===== src/rtl/dsb_pkg.sv =====
package dsb_pkg;

  // Field selector inside a four-word pair window (address bits [1:0]).
  localparam logic [1:0] FLD_VAL_LO = 2'd0;
  localparam logic [1:0] FLD_VAL_HI = 2'd1;
  localparam logic [1:0] FLD_CTL_LO = 2'd2;
  localparam logic [1:0] FLD_CTL_HI = 2'd3;

  // Index of the lowest set bit; scanned from the top so the last hit wins.
  function automatic int unsigned lowest_set_idx(input logic [31:0] v);
    int unsigned idx;
    idx = 0;
    for (int b = 31; b >= 0; b--) begin
      if (v[b]) idx = b;
    end
    return idx;
  endfunction

  // Pick one half of a register word.
  function automatic logic [15:0] pick_half(input logic [31:0] w, input logic hi);
    return hi ? w[31:16] : w[15:0];
  endfunction

endpackage


===== src/rtl/dsb_shadow_bank.sv =====
module dsb_shadow_bank #(
  parameter int NUM_PAIRS = 8,
  parameter int HALF_W    = 16,
  localparam int IDX_W    = $clog2(NUM_PAIRS),
  localparam int REG_W    = 2 * HALF_W
) (
  input  logic              clk,
  input  logic              rst_n,
  input  logic              sh_wr,
  input  logic [IDX_W-1:0]  sh_pair,
  input  logic [1:0]        sh_fld,
  input  logic [HALF_W-1:0] sh_data,
  input  logic              commit,
  input  logic [IDX_W-1:0]  commit_idx,
  output logic              core_wr_en,
  output logic [IDX_W-1:0]  core_wr_idx,
  output logic [REG_W-1:0]  core_wr_val,
  output logic [REG_W-1:0]  core_wr_ctl
);
  import dsb_pkg::*;

  logic [REG_W-1:0] shadow_val [NUM_PAIRS];
  logic [REG_W-1:0] shadow_ctl [NUM_PAIRS];

  for (genvar p = 0; p < NUM_PAIRS; p++) begin : g_pair
    wire hit_pair = sh_wr && (sh_pair == IDX_W'(p));
    always_ff @(posedge clk) begin
      if (!rst_n) begin
        shadow_val[p] <= '0;
        shadow_ctl[p] <= '0;
      end else if (hit_pair) begin
        case (sh_fld)
          FLD_VAL_LO: shadow_val[p][HALF_W-1:0]     <= sh_data;
          FLD_VAL_HI: shadow_val[p][REG_W-1:HALF_W] <= sh_data;
          FLD_CTL_LO: shadow_ctl[p][HALF_W-1:0]     <= sh_data;
          default:    shadow_ctl[p][REG_W-1:HALF_W] <= sh_data;
        endcase
      end
    end
  end

  always_ff @(posedge clk) begin
    if (!rst_n) begin
      core_wr_en  <= 1'b0;
      core_wr_idx <= '0;
      core_wr_val <= '0;
      core_wr_ctl <= '0;
    end else begin
      core_wr_en <= commit;
      if (commit) begin
        core_wr_idx <= commit_idx;
        core_wr_val <= shadow_val[commit_idx];
        core_wr_ctl <= shadow_ctl[commit_idx];
      end
    end
  end

  AST_COMMIT_ONE_CYCLE: assert property (@(posedge clk) disable iff (!rst_n)
    core_wr_en && !$past(commit) |-> 1'b0) else $error("stray commit");
  AST_COMMIT_IDX: assert property (@(posedge clk) disable iff (!rst_n)
    commit |=> core_wr_en && core_wr_idx == $past(commit_idx));

endmodule


===== src/rtl/dsb_read_port.sv =====
module dsb_read_port #(
  parameter int HALF_W = 16,
  localparam int REG_W = 2 * HALF_W
) (
  input  logic              clk,
  input  logic              rst_n,
  input  logic              rd,
  input  logic              rd_in_map,
  input  logic              rd_hi,
  input  logic [REG_W-1:0]  core_rd_data,
  output logic [HALF_W-1:0] rdata,
  output logic              rvalid
);
  import dsb_pkg::*;

  logic [HALF_W-1:0] half_sel;
  always_comb half_sel = rd_in_map ? pick_half(32'(core_rd_data), rd_hi) : '0;

  always_ff @(posedge clk) begin
    if (!rst_n) begin
      rdata  <= '0;
      rvalid <= 1'b0;
    end else begin
      rvalid <= rd;
      if (rd) rdata <= half_sel;
    end
  end

  AST_RVALID_FOLLOWS: assert property (@(posedge clk) disable iff (!rst_n)
    rd |=> rvalid);
  AST_UNMAPPED_ZERO: assert property (@(posedge clk) disable iff (!rst_n)
    rd && !rd_in_map |=> rdata == '0);

endmodule


===== src/rtl/dsb_event_gen.sv =====
module dsb_event_gen #(
  parameter int HIT_W  = 8,
  parameter int HALF_W = 16
) (
  input  logic              clk,
  input  logic              rst_n,
  input  logic [HIT_W-1:0]  core_hit,
  input  logic              resume,
  output logic              core_stall,
  output logic              evt_valid,
  input  logic              evt_ready,
  output logic [HALF_W-1:0] evt_data,
  output logic              evt_fire
);
  import dsb_pkg::*;

  logic [HIT_W-1:0] hit_q;
  logic [HIT_W-1:0] hit_rise;

  always_comb begin
    hit_rise = core_hit & ~hit_q;
    evt_fire = (|hit_rise) && !core_stall && !evt_valid;
  end

  always_ff @(posedge clk) begin
    if (!rst_n) begin
      hit_q      <= '0;
      core_stall <= 1'b0;
      evt_valid  <= 1'b0;
      evt_data   <= '0;
    end else begin
      hit_q <= core_hit;
      if (evt_fire) begin
        core_stall <= 1'b1;
        evt_valid  <= 1'b1;
        evt_data   <= HALF_W'(lowest_set_idx(32'(core_hit)));
      end else begin
        if (evt_valid && evt_ready) evt_valid <= 1'b0;
        if (resume) core_stall <= 1'b0;
      end
    end
  end

  AST_EVT_STALLS: assert property (@(posedge clk) disable iff (!rst_n)
    $rose(evt_valid) |-> core_stall);
  AST_EVT_HOLD: assert property (@(posedge clk) disable iff (!rst_n)
    evt_valid && !evt_ready |=> evt_valid && $stable(evt_data));
  AST_EVT_DROP: assert property (@(posedge clk) disable iff (!rst_n)
    evt_valid && evt_ready |=> !evt_valid);
  AST_STALL_HOLDS: assert property (@(posedge clk) disable iff (!rst_n)
    core_stall && !resume |=> core_stall);
  AST_NO_FIRE_STALLED: assert property (@(posedge clk) disable iff (!rst_n)
    core_stall |=> !$rose(evt_valid));

endmodule


===== src/rtl/dbg_split_bridge.sv =====
module dbg_split_bridge #(
  parameter int NUM_PAIRS = 8,
  parameter int HALF_W    = 16,
  parameter int ADDR_W    = 6,
  localparam int IDX_W    = $clog2(NUM_PAIRS),
  localparam int REG_W    = 2 * HALF_W,
  localparam int MAP_WORDS = 4 * NUM_PAIRS
) (
  input  logic              clk,
  input  logic              rst_n,
  input  logic              host_wr,
  input  logic              host_rd,
  input  logic [ADDR_W-1:0] host_addr,
  input  logic [HALF_W-1:0] host_wdata,
  output logic [HALF_W-1:0] host_rdata,
  output logic              host_rvalid,
  output logic              core_wr_en,
  output logic [IDX_W-1:0]  core_wr_idx,
  output logic [REG_W-1:0]  core_wr_val,
  output logic [REG_W-1:0]  core_wr_ctl,
  output logic [IDX_W:0]    core_rd_idx,
  input  logic [REG_W-1:0]  core_rd_data,
  input  logic [NUM_PAIRS-1:0] core_hit,
  output logic              core_stall,
  output logic              evt_valid,
  input  logic              evt_ready,
  output logic [HALF_W-1:0] evt_data
);

  localparam logic [ADDR_W-1:0] UPD_ADDR    = ADDR_W'(MAP_WORDS);
  localparam logic [ADDR_W-1:0] RESUME_ADDR = ADDR_W'(MAP_WORDS + 1);

  // Named decode events, visible to assertions.
  logic             addr_in_map;
  logic             half_wr;
  logic             upd_wr;
  logic             resume_wr;
  logic [IDX_W-1:0] addr_pair;
  logic             evt_fire;

  always_comb begin
    addr_in_map = host_addr < ADDR_W'(MAP_WORDS);
    addr_pair   = host_addr[2 +: IDX_W];
    half_wr     = host_wr && addr_in_map;
    upd_wr      = host_wr && (host_addr == UPD_ADDR);
    resume_wr   = host_wr && (host_addr == RESUME_ADDR) && host_wdata[0];
    core_rd_idx = {addr_pair, host_addr[1]};
  end

  dsb_shadow_bank #(.NUM_PAIRS(NUM_PAIRS), .HALF_W(HALF_W)) u_shadow (
    .clk        (clk),
    .rst_n      (rst_n),
    .sh_wr      (half_wr),
    .sh_pair    (addr_pair),
    .sh_fld     (host_addr[1:0]),
    .sh_data    (host_wdata),
    .commit     (upd_wr),
    .commit_idx (host_wdata[IDX_W-1:0]),
    .core_wr_en (core_wr_en),
    .core_wr_idx(core_wr_idx),
    .core_wr_val(core_wr_val),
    .core_wr_ctl(core_wr_ctl)
  );

  dsb_read_port #(.HALF_W(HALF_W)) u_read (
    .clk         (clk),
    .rst_n       (rst_n),
    .rd          (host_rd),
    .rd_in_map   (addr_in_map),
    .rd_hi       (host_addr[0]),
    .core_rd_data(core_rd_data),
    .rdata       (host_rdata),
    .rvalid      (host_rvalid)
  );

  dsb_event_gen #(.HIT_W(NUM_PAIRS), .HALF_W(HALF_W)) u_event (
    .clk       (clk),
    .rst_n     (rst_n),
    .core_hit  (core_hit),
    .resume    (resume_wr),
    .core_stall(core_stall),
    .evt_valid (evt_valid),
    .evt_ready (evt_ready),
    .evt_data  (evt_data),
    .evt_fire  (evt_fire)
  );

  AST_HALF_NO_COMMIT: assert property (@(posedge clk) disable iff (!rst_n)
    half_wr |=> !core_wr_en);
  AST_RESUME_CLEARS: assert property (@(posedge clk) disable iff (!rst_n)
    resume_wr && !evt_fire |=> !core_stall);
  AST_UNMAPPED_QUIET: assert property (@(posedge clk) disable iff (!rst_n)
    host_wr && host_addr > RESUME_ADDR && !evt_fire |=> !core_wr_en && core_stall == $past(core_stall));

endmodule


===== config.mk =====
export PLATFORM = sky130hd
export DESIGN_NAME = dbg_split_bridge
export DESIGN_NICKNAME = d
export VERILOG_FILES = /design/src/rtl/dsb_pkg.sv /design/src/rtl/dsb_shadow_bank.sv /design/src/rtl/dsb_read_port.sv /design/src/rtl/dsb_event_gen.sv /design/src/rtl/dbg_split_bridge.sv
export SDC_FILE = /design/constraint.sdc
export NUM_CORES = 1
export LEC_CHECK = 0
export BUFFER_PORTS_ARGS = -buffer_cell sky130_fd_sc_hd__buf_2
export CORE_MARGIN = 5
export CORE_UTILIZATION = 38
export DETAILED_ROUTE_END_ITERATION = 8
export MAX_ROUTING_LAYER = met4
export SLEW_MARGIN = 30
export SYNTH_ARGS = -nofsm -noshare
export SYNTH_HDL_FRONTEND = slang
export SYNTH_HIERARCHICAL = 1
export SYNTH_SLANG_ARGS = --single-unit

===== constraint.sdc =====
create_clock -name clk -period 4 [get_ports clk]
set_clock_uncertainty 0.05 [all_clocks]
set_input_delay 0.6 -clock clk [delete_from_list [all_inputs] [get_ports clk]]
set_output_delay 0.6 -clock clk [all_outputs]
set_load 0.03 [all_outputs]

==> results.md, run 1 <==
* Leak at 10.04 nW
* Total gr overflow at 0
* Drt drc at 0
* Status: finished, final reports clean
* Initial antenna violation count at 1
* Post-DRT Antenna Nets at 0
* Place WS at 0.7259 ns
* Port Buffers at 160
* First-pass GRT wire length at 122600 um
* Worst Path Max Fanout at 44
* P&R area growth vs syn at 14.24%
* Tcrit/Tclk final at 67.29%
* Unrepaired setup endpoints after global routing: no
* Clock latency on the worst-skew pair at 0.66 ns
* Max-cap violations at 0
* Boundary pin count at 174
* Die X at 271.4 um
* Slew Limit Headroom at 35.50%
* Worst-margin pin slew at 0.9675 ns
* TritonCTS clock tree: done
* Routed len/inst at 28.15 um
* GPL Wtd Cong at 0.9479
* Final Cell Area at 29670 um^2
* Via/cell ratio at 5.703
* Site Rows at 95
* Post-Syn Area at 25970 um^2
* Tot GR Track Use at 23.45%
* # placed instances at 2968
* Sw power at 3.277 mW
* Setup TNS at 0 ns
* Resize count post-CTS at 0
* Routed wire length at 86740 um
* Vias in the first global route at 16980
* PwrDens at 470.4 nW/um^2
* Nets at 2223
* CP endpoint kind: flip-flop
* Drt pass-1 iters at 6
* Worst reg2reg setup slack at 2.55 ns
* Cell family with most CP delay: simple AND/OR/NAND/NOR gates
* Area of placed instances at 27720 um^2
* Crit path buffers/inverters at 3
* Number of hold buffers added after CTS at 0
* Share of layout cells above drive strength 1 at 19.71%
* Final setup violation count at 0
* Final Hold Viols at 0
* Maximum vdd drop at 393.0 uV
* Pin count of the biggest net entering global routing at 99
* Sw frac at 23.48%
* Slew Limit Fails at 0
* Worst path required time at 4.49 ns
* Hold endpoint: u_event/hit_q[0]
* Hold Crit Class: primary input to flip-flop
* Die H at 271.4 um
* Commonest non-fill, non-tap cell in the layout: nor2_1
* Final cell count without fillers at 3081
* # Post-CTS Setup Buffers at 0
* Core area at 67510 um^2
* Critical Path, Cell by Cell: buf_2 > or4b_1 > nor4b_2 > buf_4 > and2_2 > buf_4 > nand2_1 > a31oi_1
* Die area at 73680 um^2
* Fmax at 0.3715 GHz
* Clock power frac at 40.6%
* Crit Path Category: primary input to flip-flop
* Cells after synthesis at 2044
* CP max stage delay at 0.57 ns
* HPWL Detailed at 60160 um
* 1st-iter DRT viols at 2072
* Worst Slack Setup Final at 1.308 ns
* Number of fill cells at 6216
* Flop pwr share at 52.0%
* Htree depth at 2
* Worst r2r dst: u_shadow/core_wr_val[24]
* Clock Sink Count at 610
* R2R Path Start: u_shadow/shadow_val[7][24]
* Slowest cell on the critical path: or4b_1
* Min-delay src: core_hit[0]
* Min-Delay Path Depth at 3
* Min cycle time layout at 2.692 ns
* Inserted Clock Buffers at 59
* P_int at 10.68 mW
* Crit path top cell by count: buf_4
* Yosys warning total at 6
* Final Total Pwr at 13.96 mW
* Share of total power in combinational logic at 7.4%
* Root Driver: clkbuf_16
* Clock Tree Buf Depth at 3
* CP startpoint kind: primary input
* Most frequent cells in the layout: 530 x nor2_1, 512 x edfxtp_1, 263 x nand2_1
* Clock-pin slew on the worst setup and hold paths at 0.06 ns
* R2r worst-path depth at 3
* Mean Syn Cell Area at 12.71 um^2
* Critical path arrival at 3.18 ns
* Vias after detailed routing at 17570
* Initial Utilization at 38.47%
-- power by group through the flow --
stage          clock network [mW]  logic (mW)  registers [mW]
2_1_floorplan                   0       0.564            7.40
3_3_place_gp                    0        1.02            7.38
3_5_place_dp                    0        1.02            7.40
4_1_cts                      5.73        1.02            7.26
5_1_grt                      6.02        1.06            7.28
6_report                     5.66        1.03            7.26
-- final cells by class --
cell class	count	area (um^2)	area share (%)
diodes	1	2.502	0.008434
clock buffers	79	1632	5.499
clock inverters	33	319.1	1.075
multi-input cells	1250	7805	26.31
well taps	873	1092	3.682
repair buffers	223	1436	4.841
inverters	12	46.29	0.1560
flip-flops and latches	610	17340	58.43
-- worst min-delay path: cells and delay by family --
kind                   cells  cell delay [ns]
buffers and inverters      2             0.17
and+or+nand+nor            1             0.03
-- metrics by stage --
step | hold slack (ns) | util (%)
after global routing | 0.1537 | 43.95
final | 0.1610 | 43.95
after CTS | 0.1430 | 43.94
after detailed placement | 0.3922 | 41.05
after global placement | 0.3963 | 41.05
after floorplan | 0.5315 | -
-- routing by layer --
layer / track usage (%) / vias up / wire length, um
met2: 37.50 / 993 / 41580
met3: 4.477 / 176 / 7803
met4: 8.542 / 0 / 3773
met5: - / - / 0
met1: 30.09 / 8897 / 33580
li1: - / 7504 / -
-- flip-flops by register name (all words and copies together), names as in the netlist --
name,flops
u_shadow/shadow_ctl,256
u_shadow/shadow_val,256
u_shadow/core_wr_ctl,32
u_shadow/core_wr_val,32
u_read/rdata,16
u_event/hit_q,8
u_event/evt_data,3
u_shadow/core_wr_idx,3
u_event/core_stall,1
u_event/evt_valid,1
u_read/rvalid,1
u_shadow/core_wr_en,1
-- how the worst max path moves through the flow --
stage,startpoint,endpoint,cells after the start
floorplan,host_wr,u_shadow/shadow_ctl[5][0],5
detailed placement,host_addr[3],u_shadow/core_wr_val[25],8
finish,host_addr[3],u_shadow/core_wr_val[3],8
global route,host_addr[3],u_shadow/core_wr_val[25],8
global placement,host_addr[3],u_shadow/core_wr_val[0],6
CTS,host_addr[3],u_shadow/core_wr_val[3],8
Note: power is estimated with default switching activity, not from simulation.
==> run 2: changes to the inputs <==
--- a/config.mk
+++ b/config.mk
@@ -5,6 +5,7 @@
 export SDC_FILE = /design/constraint.sdc
 export NUM_CORES = 1
 export LEC_CHECK = 0
+export ABC_AREA = 1
 export BUFFER_PORTS_ARGS = -buffer_cell sky130_fd_sc_hd__buf_2
 export CORE_MARGIN = 5
 export CORE_UTILIZATION = 38
==> constraint.sdc (replaced) <==
create_clock -name clk -period 2.68 [get_ports clk]
set_clock_uncertainty 0.05 [all_clocks]
set_input_delay 0.402 -clock clk [delete_from_list [all_inputs] [get_ports clk]]
set_output_delay 0.402 -clock clk [all_outputs]
set_load 0.03 [all_outputs]
==> results.md, run 2 <==
* Die area at 79220 um^2 (was 73680 um^2)
* Vias in the first global route at 19850 (was 16980)
* Critical path arrival at 2.33 ns (was 3.18 ns)
* Htree depth at 3 (was 2)
* Worst Slack Setup Final at 0.8654 ns (was 1.308 ns)
* Post-synthesis sequential area ratio at 61.91%
* Final cell count without fillers at 4344 (was 3081)
* Slowest cell on the critical path: nor2_1 (was or4b_1)
* Post-Syn Area at 28000 um^2 (was 25970 um^2)
* Core area at 73080 um^2 (was 67510 um^2)
* Total gr overflow at 0 (unchanged)
* P&R area growth vs syn at 15.98% (was 14.24%)
* Sw frac at 24.35% (was 23.48%)
* Boundary pin count at 174 (unchanged)
* Pin count of the biggest net entering global routing at 88 (was 99)
* PwrDens at 663.3 nW/um^2 (was 470.4 nW/um^2)
* Die H at 281.5 um (was 271.4 um)
* Die X at 281.5 um (was 271.4 um)
* Fin util at 44.44% (was 43.95%)
* Via/cell ratio at 4.846 (was 5.703)
* Drt drc at 0 (unchanged)
* Setup TNS at 0 ns (unchanged)
* Initial antenna violation count at 0 (was 1)
* Yosys cell types at 30
* Initial Utilization at 38.32% (was 38.47%)
* P_int at 16.30 mW (was 10.68 mW)
* Worst Path Max Fanout at 33 (was 44)
* Resize count post-CTS at 0 (unchanged)
* Tcrit/Tclk final at 67.71%
* Worst path required time at 3.20 ns (was 4.49 ns)
* Nets at 3397 (was 2223)
* Number of hold buffers added after CTS at 10 (was 0)
* Hold Crit Class: primary input to flip-flop (unchanged)
* Critical Path, Cell by Cell: buf_2 > nor2_2 > nand2_1 > nor2_1 > inv_2 > nor2_4 > buf_4 > nand3_1 > nand3_1 > nand2_1 > inv_1 (was buf_2 > or4b_1 > nor4b_2 > buf_4 > and2_2 > buf_4 > nand2_1 > a31oi_1)
* Number of synthesized flops with an enable pin at 512
* Post-DRT Antenna Nets at 0 (unchanged)
* CP endpoint kind: flip-flop (unchanged)
* Routed len/inst at 18.09 um (was 28.15 um)
* Max-cap violations at 0 (unchanged)
* Root Driver: clkbuf_16 (unchanged)
* Site Rows at 99 (was 95)
* Routed wire length at 78570 um (was 86740 um)
* Area leader, netlist: edfxtp_1
* Most frequent cells in the layout: 908 x nand2_1, 528 x nor2_1, 512 x edfxtp_1 (was 530 x nor2_1, 512 x edfxtp_1, 263 x nand2_1)
* Most frequent cells after synthesis: 908 x nand2_1, 529 x nor2_1, 512 x edfxtp_1, 413 x nand3_1, 402 x inv_1
* Most common flop cell mapped by yosys: edfxtp_1
* Biggest regs: u_shadow/shadow_ctl x256, u_shadow/shadow_val x256 (unchanged)
* Slew Limit Fails at 0 (unchanged)
* Final setup violation count at 0 (unchanged)
* Min cycle time layout at 1.815 ns
* HPWL Detailed at 46750 um (was 60160 um)
* Clock Tree Buf Depth at 3 (unchanged)
* Mean Syn Cell Area at 8.798 um^2 (was 12.71 um^2)
* Share of layout cells above drive strength 1 at 13.47% (was 19.71%)
* Crit Path Category: primary input to flip-flop (unchanged)
* First-pass GRT wire length at 119300 um (was 122600 um)
* Commonest non-fill, non-tap cell in the layout: nand2_1 (was nor2_1)
* # placed instances at 4208 (was 2968)
* TritonCTS clock tree: done (unchanged)
* Final Hold Viols at 0 (unchanged)
* Crit path buffers/inverters at 4 (was 3)
* Cell with the most instances after synthesis: nand2_1
* ANT cells at 0 (was 1)
* Synth top area cells: edfxtp_1 55%, nand2_1 12%, nand3_1 7.4%
* Status: finished, final reports clean (unchanged)
* Tot GR Track Use at 20.04% (was 23.45%)
* Place WS at 0.2553 ns (was 0.7259 ns)
* CP startpoint kind: primary input (unchanged)
* Drt pass-1 iters at 5 (was 6)
* Register bit total from synthesis at 610
* Worst-margin pin slew at 0.7274 ns (was 0.9675 ns)
* GPL Wtd Cong at 0.8129 (was 0.9479)
* # Post-CTS Setup Buffers at 0 (unchanged)
* CP max stage delay at 0.47 ns (was 0.57 ns)
* Clock-pin slew on the worst setup and hold paths at 0.06 ns (about the same)
* Yosys warning total at 6 (unchanged)
* Flop pwr share at 50.3% (was 52.0%)
* Port Buffers at 160 (unchanged)
* Final Total Pwr at 21.54 mW (was 13.96 mW)
* Inserted Clock Buffers at 69 (was 59)
* Final Cell Area at 32480 um^2 (was 29670 um^2)
* Maximum vdd drop at 405.8 uV (was 393.0 uV)
* Unrepaired setup endpoints after global routing: no (unchanged)
* Leak at 14.78 nW (was 10.04 nW)
* Clock power frac at 41.8% (was 40.6%)
* Fmax at 0.5511 GHz
* Cells after synthesis at 3183 (was 2044)
* Share of total power in combinational logic at 7.9% (was 7.4%)
* Clock latency on the worst-skew pair at 0.62 ns (was 0.66 ns)
* Synth async-reset ratio at 0%
* Post-synth top area share at 54.90%
* Cell family with most CP delay: simple AND/OR/NAND/NOR gates (unchanged)
* Vias after detailed routing at 21050 (was 17570)
* Sw power at 5.245 mW (was 3.277 mW)
* Slew Limit Headroom at 51.46% (was 35.50%)
* 1st-iter DRT viols at 1844 (was 2072)
* Area of placed instances at 30230 um^2 (was 27720 um^2)
* Hold slack at 0.09596 ns (was 0.1610 ns)
* Clock Sink Count at 610 (unchanged)
-- run 2: layout make-up --
| class | count | area, um^2 |
|---|---|---|
| Sequential cell | 610 | 17340 |
| Fill cell | 7087 | 40600 |
| Multi-Input combinational cell | 1944 | 8152 |
| Timing Repair Buffer | 292 | 2081 |
| Clock buffer | 93 | 1907 |
| Tap cell | 959 | 1200 |
| Inverter | 413 | 1564 |
| Clock inverter | 33 | 239.0 |
-- run 2: metal layers --
layer	share of wire (%)	wire length, um	GRT usage, %
met1	44	34420	27.21
met2	46	36130	31.02
met3	7.6	6001	3.544
met4	2.6	2016	6.176
met5	0	0	-
-- run 2: path summary, 6_finish.rpt --
path              depth (start not counted)                        to                        from  slack [ns]
setup / recovery                         11  u_shadow/core_wr_val[30]                host_addr[3]        0.87
hold / removal                            5          u_read/rdata[12]            core_rd_data[12]         0.1
setup reg to reg                          8  u_shadow/core_wr_val[10]  u_shadow/shadow_val[2][10]        1.57
hold reg to reg                           2          u_read/rdata[15]            u_read/rdata[15]        0.42
-- run 2: worst reg2reg max path, delay by kind of cell, from the launching register on --
| kind | cells | cell delay [ns] |
|---|---|---|
| and+or+nand+nor | 6 | 0.48 |
| buffers and inverters | 2 | 0.10 |
| DFF | 1 | 0.37 |
-- run 2: power by group through the flow --
stage	clock network (mW)	logic, mW	registers (mW)
6_report	9.00	1.71	10.8
3_5_place_dp	0	1.70	11.0
5_1_grt	9.61	1.88	10.9
2_1_floorplan	0	1.02	11.1
4_1_cts	9.21	1.72	10.8
3_3_place_gp	0	1.70	11.0
-- run 2: kinds of logic (layout without fill, tap and decap cells) --
family / count (synthesis) / count (layout) / synth area share [%]
and+or+nand+nor: 1901 / 1901 / 28.21
other: 1 / 13 / 0.01339
DFF: 610 / 610 / 61.91
AOI/OAI and AO/OA: 30 / 30 / 0.6970
buffers and inverters: 641 / 831 / 9.168
==> run 3: changes to the inputs <==
--- a/config.mk
+++ b/config.mk
@@ -5,7 +5,7 @@
 export SDC_FILE = /design/constraint.sdc
 export NUM_CORES = 1
 export LEC_CHECK = 0
-export ABC_AREA = 1
+export ABC_AREA = 0
 export BUFFER_PORTS_ARGS = -buffer_cell sky130_fd_sc_hd__buf_2
 export CORE_MARGIN = 5
 export CORE_UTILIZATION = 38
==> constraint.sdc (replaced) <==
create_clock -name clk -period 1.5 [get_ports clk]
set_clock_uncertainty 0.05 [all_clocks]
set_input_delay 0.225 -clock clk [delete_from_list [all_inputs] [get_ports clk]]
set_output_delay 0.225 -clock clk [all_outputs]
set_load 0.03 [all_outputs]
==> results.md, run 3 (same netlist as run 1, synthesis figures left out) <==
* Status: complete, but fails checks (was finished, final reports clean)
* Failing checks: setup timing
* First-pass GRT wire length at 126500 um (was 119300 um)
* Clock latency on the worst-skew pair at 0.61 ns (was 0.62 ns)
* CP max stage delay at 0.55 ns (was 0.47 ns)
* P&R area growth vs syn at 27.40% (was 15.98%)
* Clock Sink Count at 610 (unchanged)
* Drt pass-1 iters at 6 (was 5)
* Tot GR Track Use at 24.26% (was 20.04%)
* Slowest cell on the critical path: or4b_4 (was nor2_1)
* Critical path arrival at 2.36 ns (was 2.33 ns)
* Fin util at 49.01% (was 44.44%)
* Post-DRT Antenna Nets at 0 (unchanged)
* Initial Utilization at 38.47% (was 38.32%)
* Max-cap violations at 0 (unchanged)
* Share of layout cells above drive strength 1 at 26.19% (was 13.47%)
* Final Hold Viols at 0 (unchanged)
* # placed instances at 3075 (was 4208)
* Crit Path Category: primary input to flip-flop (unchanged)
* Core area at 67510 um^2 (was 73080 um^2)
* Die H at 271.4 um (was 281.5 um)
* TritonCTS clock tree: done (unchanged)
* Worst Path Max Fanout at 5 (was 33)
* WL met2 at 41490 um (was 36130 um)
* Maximum vdd drop at 689.4 uV (was 405.8 uV)
* Inserted Clock Buffers at 67 (was 69)
* Max layer used: met4 (unchanged)
* Final cell count without fillers at 3260 (was 4344)
* Via/cell ratio at 5.587 (was 4.846)
* Crit path buffers/inverters at 4 (unchanged)
* Critical Path, Cell by Cell: buf_6 > or4b_4 > nor4b_4 > buf_4 > or3b_4 > buf_12 > buf_16 > o22a_1 > a31oi_1 (was buf_2 > nor2_2 > nand2_1 > nor2_1 > inv_2 > nor2_4 > buf_4 > nand3_1 > nand3_1 > nand2_1 > inv_1)
* Nets at 2396 (was 3397)
* Sw power at 9.082 mW (was 5.245 mW)
* Total gr overflow at 0 (unchanged)
* GPL Wtd Cong at 0.8826 (was 0.8129)
* Leak at 11.49 nW (was 14.78 nW)
* WL met1 at 35140 um (was 34420 um)
* Unrepaired setup endpoints after global routing: yes (was no)
* Root Driver: clkbuf_16 (unchanged)
* Initial antenna violation count at 6 (was 0)
* Worst Slack Setup Final at -0.3898 ns (was 0.8654 ns)
* Number of fill cells at 5752 (was 7087)
* Commonest non-fill, non-tap cell in the layout: nor2_1 (was nand2_1)
* Clock Tree Buf Depth at 3 (unchanged)
* Vias after detailed routing at 18220 (was 21050)
* P_int at 29.90 mW (was 16.30 mW)
* Vias in the first global route at 18320 (was 19850)
* Die area at 73680 um^2 (was 79220 um^2)
* Place WS at -1.060 ns (was 0.2553 ns)
* Clock power frac at 41.8% (about the same)
* 1st-iter DRT viols at 2378 (was 1844)
* Site Rows at 95 (was 99)
* Slew Limit Headroom at 53.01% (was 51.46%)
* Share of total power in combinational logic at 8.6% (was 7.9%)
* Pin count of the biggest net entering global routing at 69 (was 88)
* CP endpoint kind: flip-flop (unchanged)
* Worst path required time at 1.97 ns (was 3.20 ns)
* PwrDens at 1178 nW/um^2 (was 663.3 nW/um^2)
* HPWL Detailed at 58980 um (was 46750 um)
* Most frequent cells in the layout: 529 x nor2_1, 512 x edfxtp_1, 259 x nand2_1 (was 908 x nand2_1, 528 x nor2_1, 512 x edfxtp_1)
* Met3 wire len at 9618 um (was 6001 um)
* Routed len/inst at 27.38 um (was 18.09 um)
* Htree depth at 3 (unchanged)
* Die X at 271.4 um (was 281.5 um)
* CP startpoint kind: primary input (unchanged)
* Flop pwr share at 49.6% (was 50.3%)
* Clock-pin slew on the worst setup and hold paths at 0.06 ns (about the same)
* Setup TNS at -21.92 ns (was 0 ns)
* Fmax at 0.5291 GHz
* Tcrit/Tclk final at 126.0%
* Final Total Pwr at 38.98 mW (was 21.54 mW)
* Slew Limit Fails at 0 (unchanged)
* Cell family with most CP delay: simple AND/OR/NAND/NOR gates (unchanged)
* Boundary pin count at 174 (unchanged)
* Final setup violation count at 65 (was 0)
* Worst-margin pin slew at 0.7017 ns (was 0.7274 ns)
* Sw frac at 23.30% (was 24.35%)
* Hold Crit Class: primary input to flip-flop (unchanged)
* Biggest regs: u_shadow/shadow_ctl x256, u_shadow/shadow_val x256 (unchanged)
* Min cycle time layout at 1.890 ns
* Drt drc at 0 (unchanged)
* Routed wire length at 89270 um (was 78570 um)
* Port Buffers at 160 (unchanged)
## run 3: changes by cell type in the layout (fill, tap and decap cells not counted), sizes merged, moves of 16 or more
| cell | change |
|---|---|
| dlygate4sd3 | +33 |
| inv | -401 |
| a21oi | -18 |
| a31oi | +63 |
| o2bb2ai | +16 |
| nand3 | -423 |
| o21ai | +24 |
| mux2i | +148 |
| buf | +60 |
| nand2 | -658 |
| o22a | +63 |
| mux4 | +64 |
## run 3: final cells by class
class	count	area, um^2	area share, %
clock buffer	87	1854	5.604
multi-input combinational	1250	8193	24.76
sequential	610	17430	52.67
inverter	12	46.29	0.1399
clock inverter	36	317.8	0.9604
timing repair buffer	388	4146	12.53
antenna	4	10.01	0.03025
tap	873	1092	3.301
## run 3: through the flow
stage | hold WS, ns | cell area, um^2
final | 0.06374 | 33090
after global routing | 0.05514 | 33090
after CTS | 0.02435 | 32950
after detailed placement | 0.3918 | 29840
after global placement | 0.3913 | 29840
after floorplan | 0.2890 | 26610
## run 3: power groups by stage
stage	Clock (mW)	Combinational [mW]	Sequential, mW
3_5_place_dp	0	3.21	19.7
6_report	16.3	3.34	19.3
2_1_floorplan	0	1.64	19.7
5_1_grt	17.3	3.46	19.4
4_1_cts	16.5	3.32	19.3
3_3_place_gp	0	3.18	19.7
## run 3: repair_timing
item,CTS,global route
gates cloned,5,2
resized for setup,128,17
hold buffers,43,0
pin swaps,20,4
setup buffers,4,4
setup endpoints to repair,116,80
hold endpoints to repair,29,0
## run 3: worst reg2reg max path, stage by stage, from the launching register on
cell	delay [ns]
dfxtp_1	0.32
o22ai_2	0.09
o41ai_4	0.54
mux2i_1	0.28
## run 3: path summary, 6_finish.rpt
check	startpoint	endpoint	slack (ns)	cells after the start
worst max-delay path	host_addr[2]	u_shadow/core_wr_val[6]	-0.39	9
worst min-delay path	rst_n	u_event/evt_data[2]	0.06	4
worst max register to register	u_event/hit_q[1]	u_event/evt_data[0]	0.13	3
worst min register to register	u_read/rdata[5]	u_read/rdata[5]	0.41	1
## run 3: routing by layer
metal  vias up  global-route usage [%]
li1       7880                       -
met1      9051                   31.79
met2      1120                   37.94
met3       164                   5.705
met4         0                   7.443
met5         -                       -
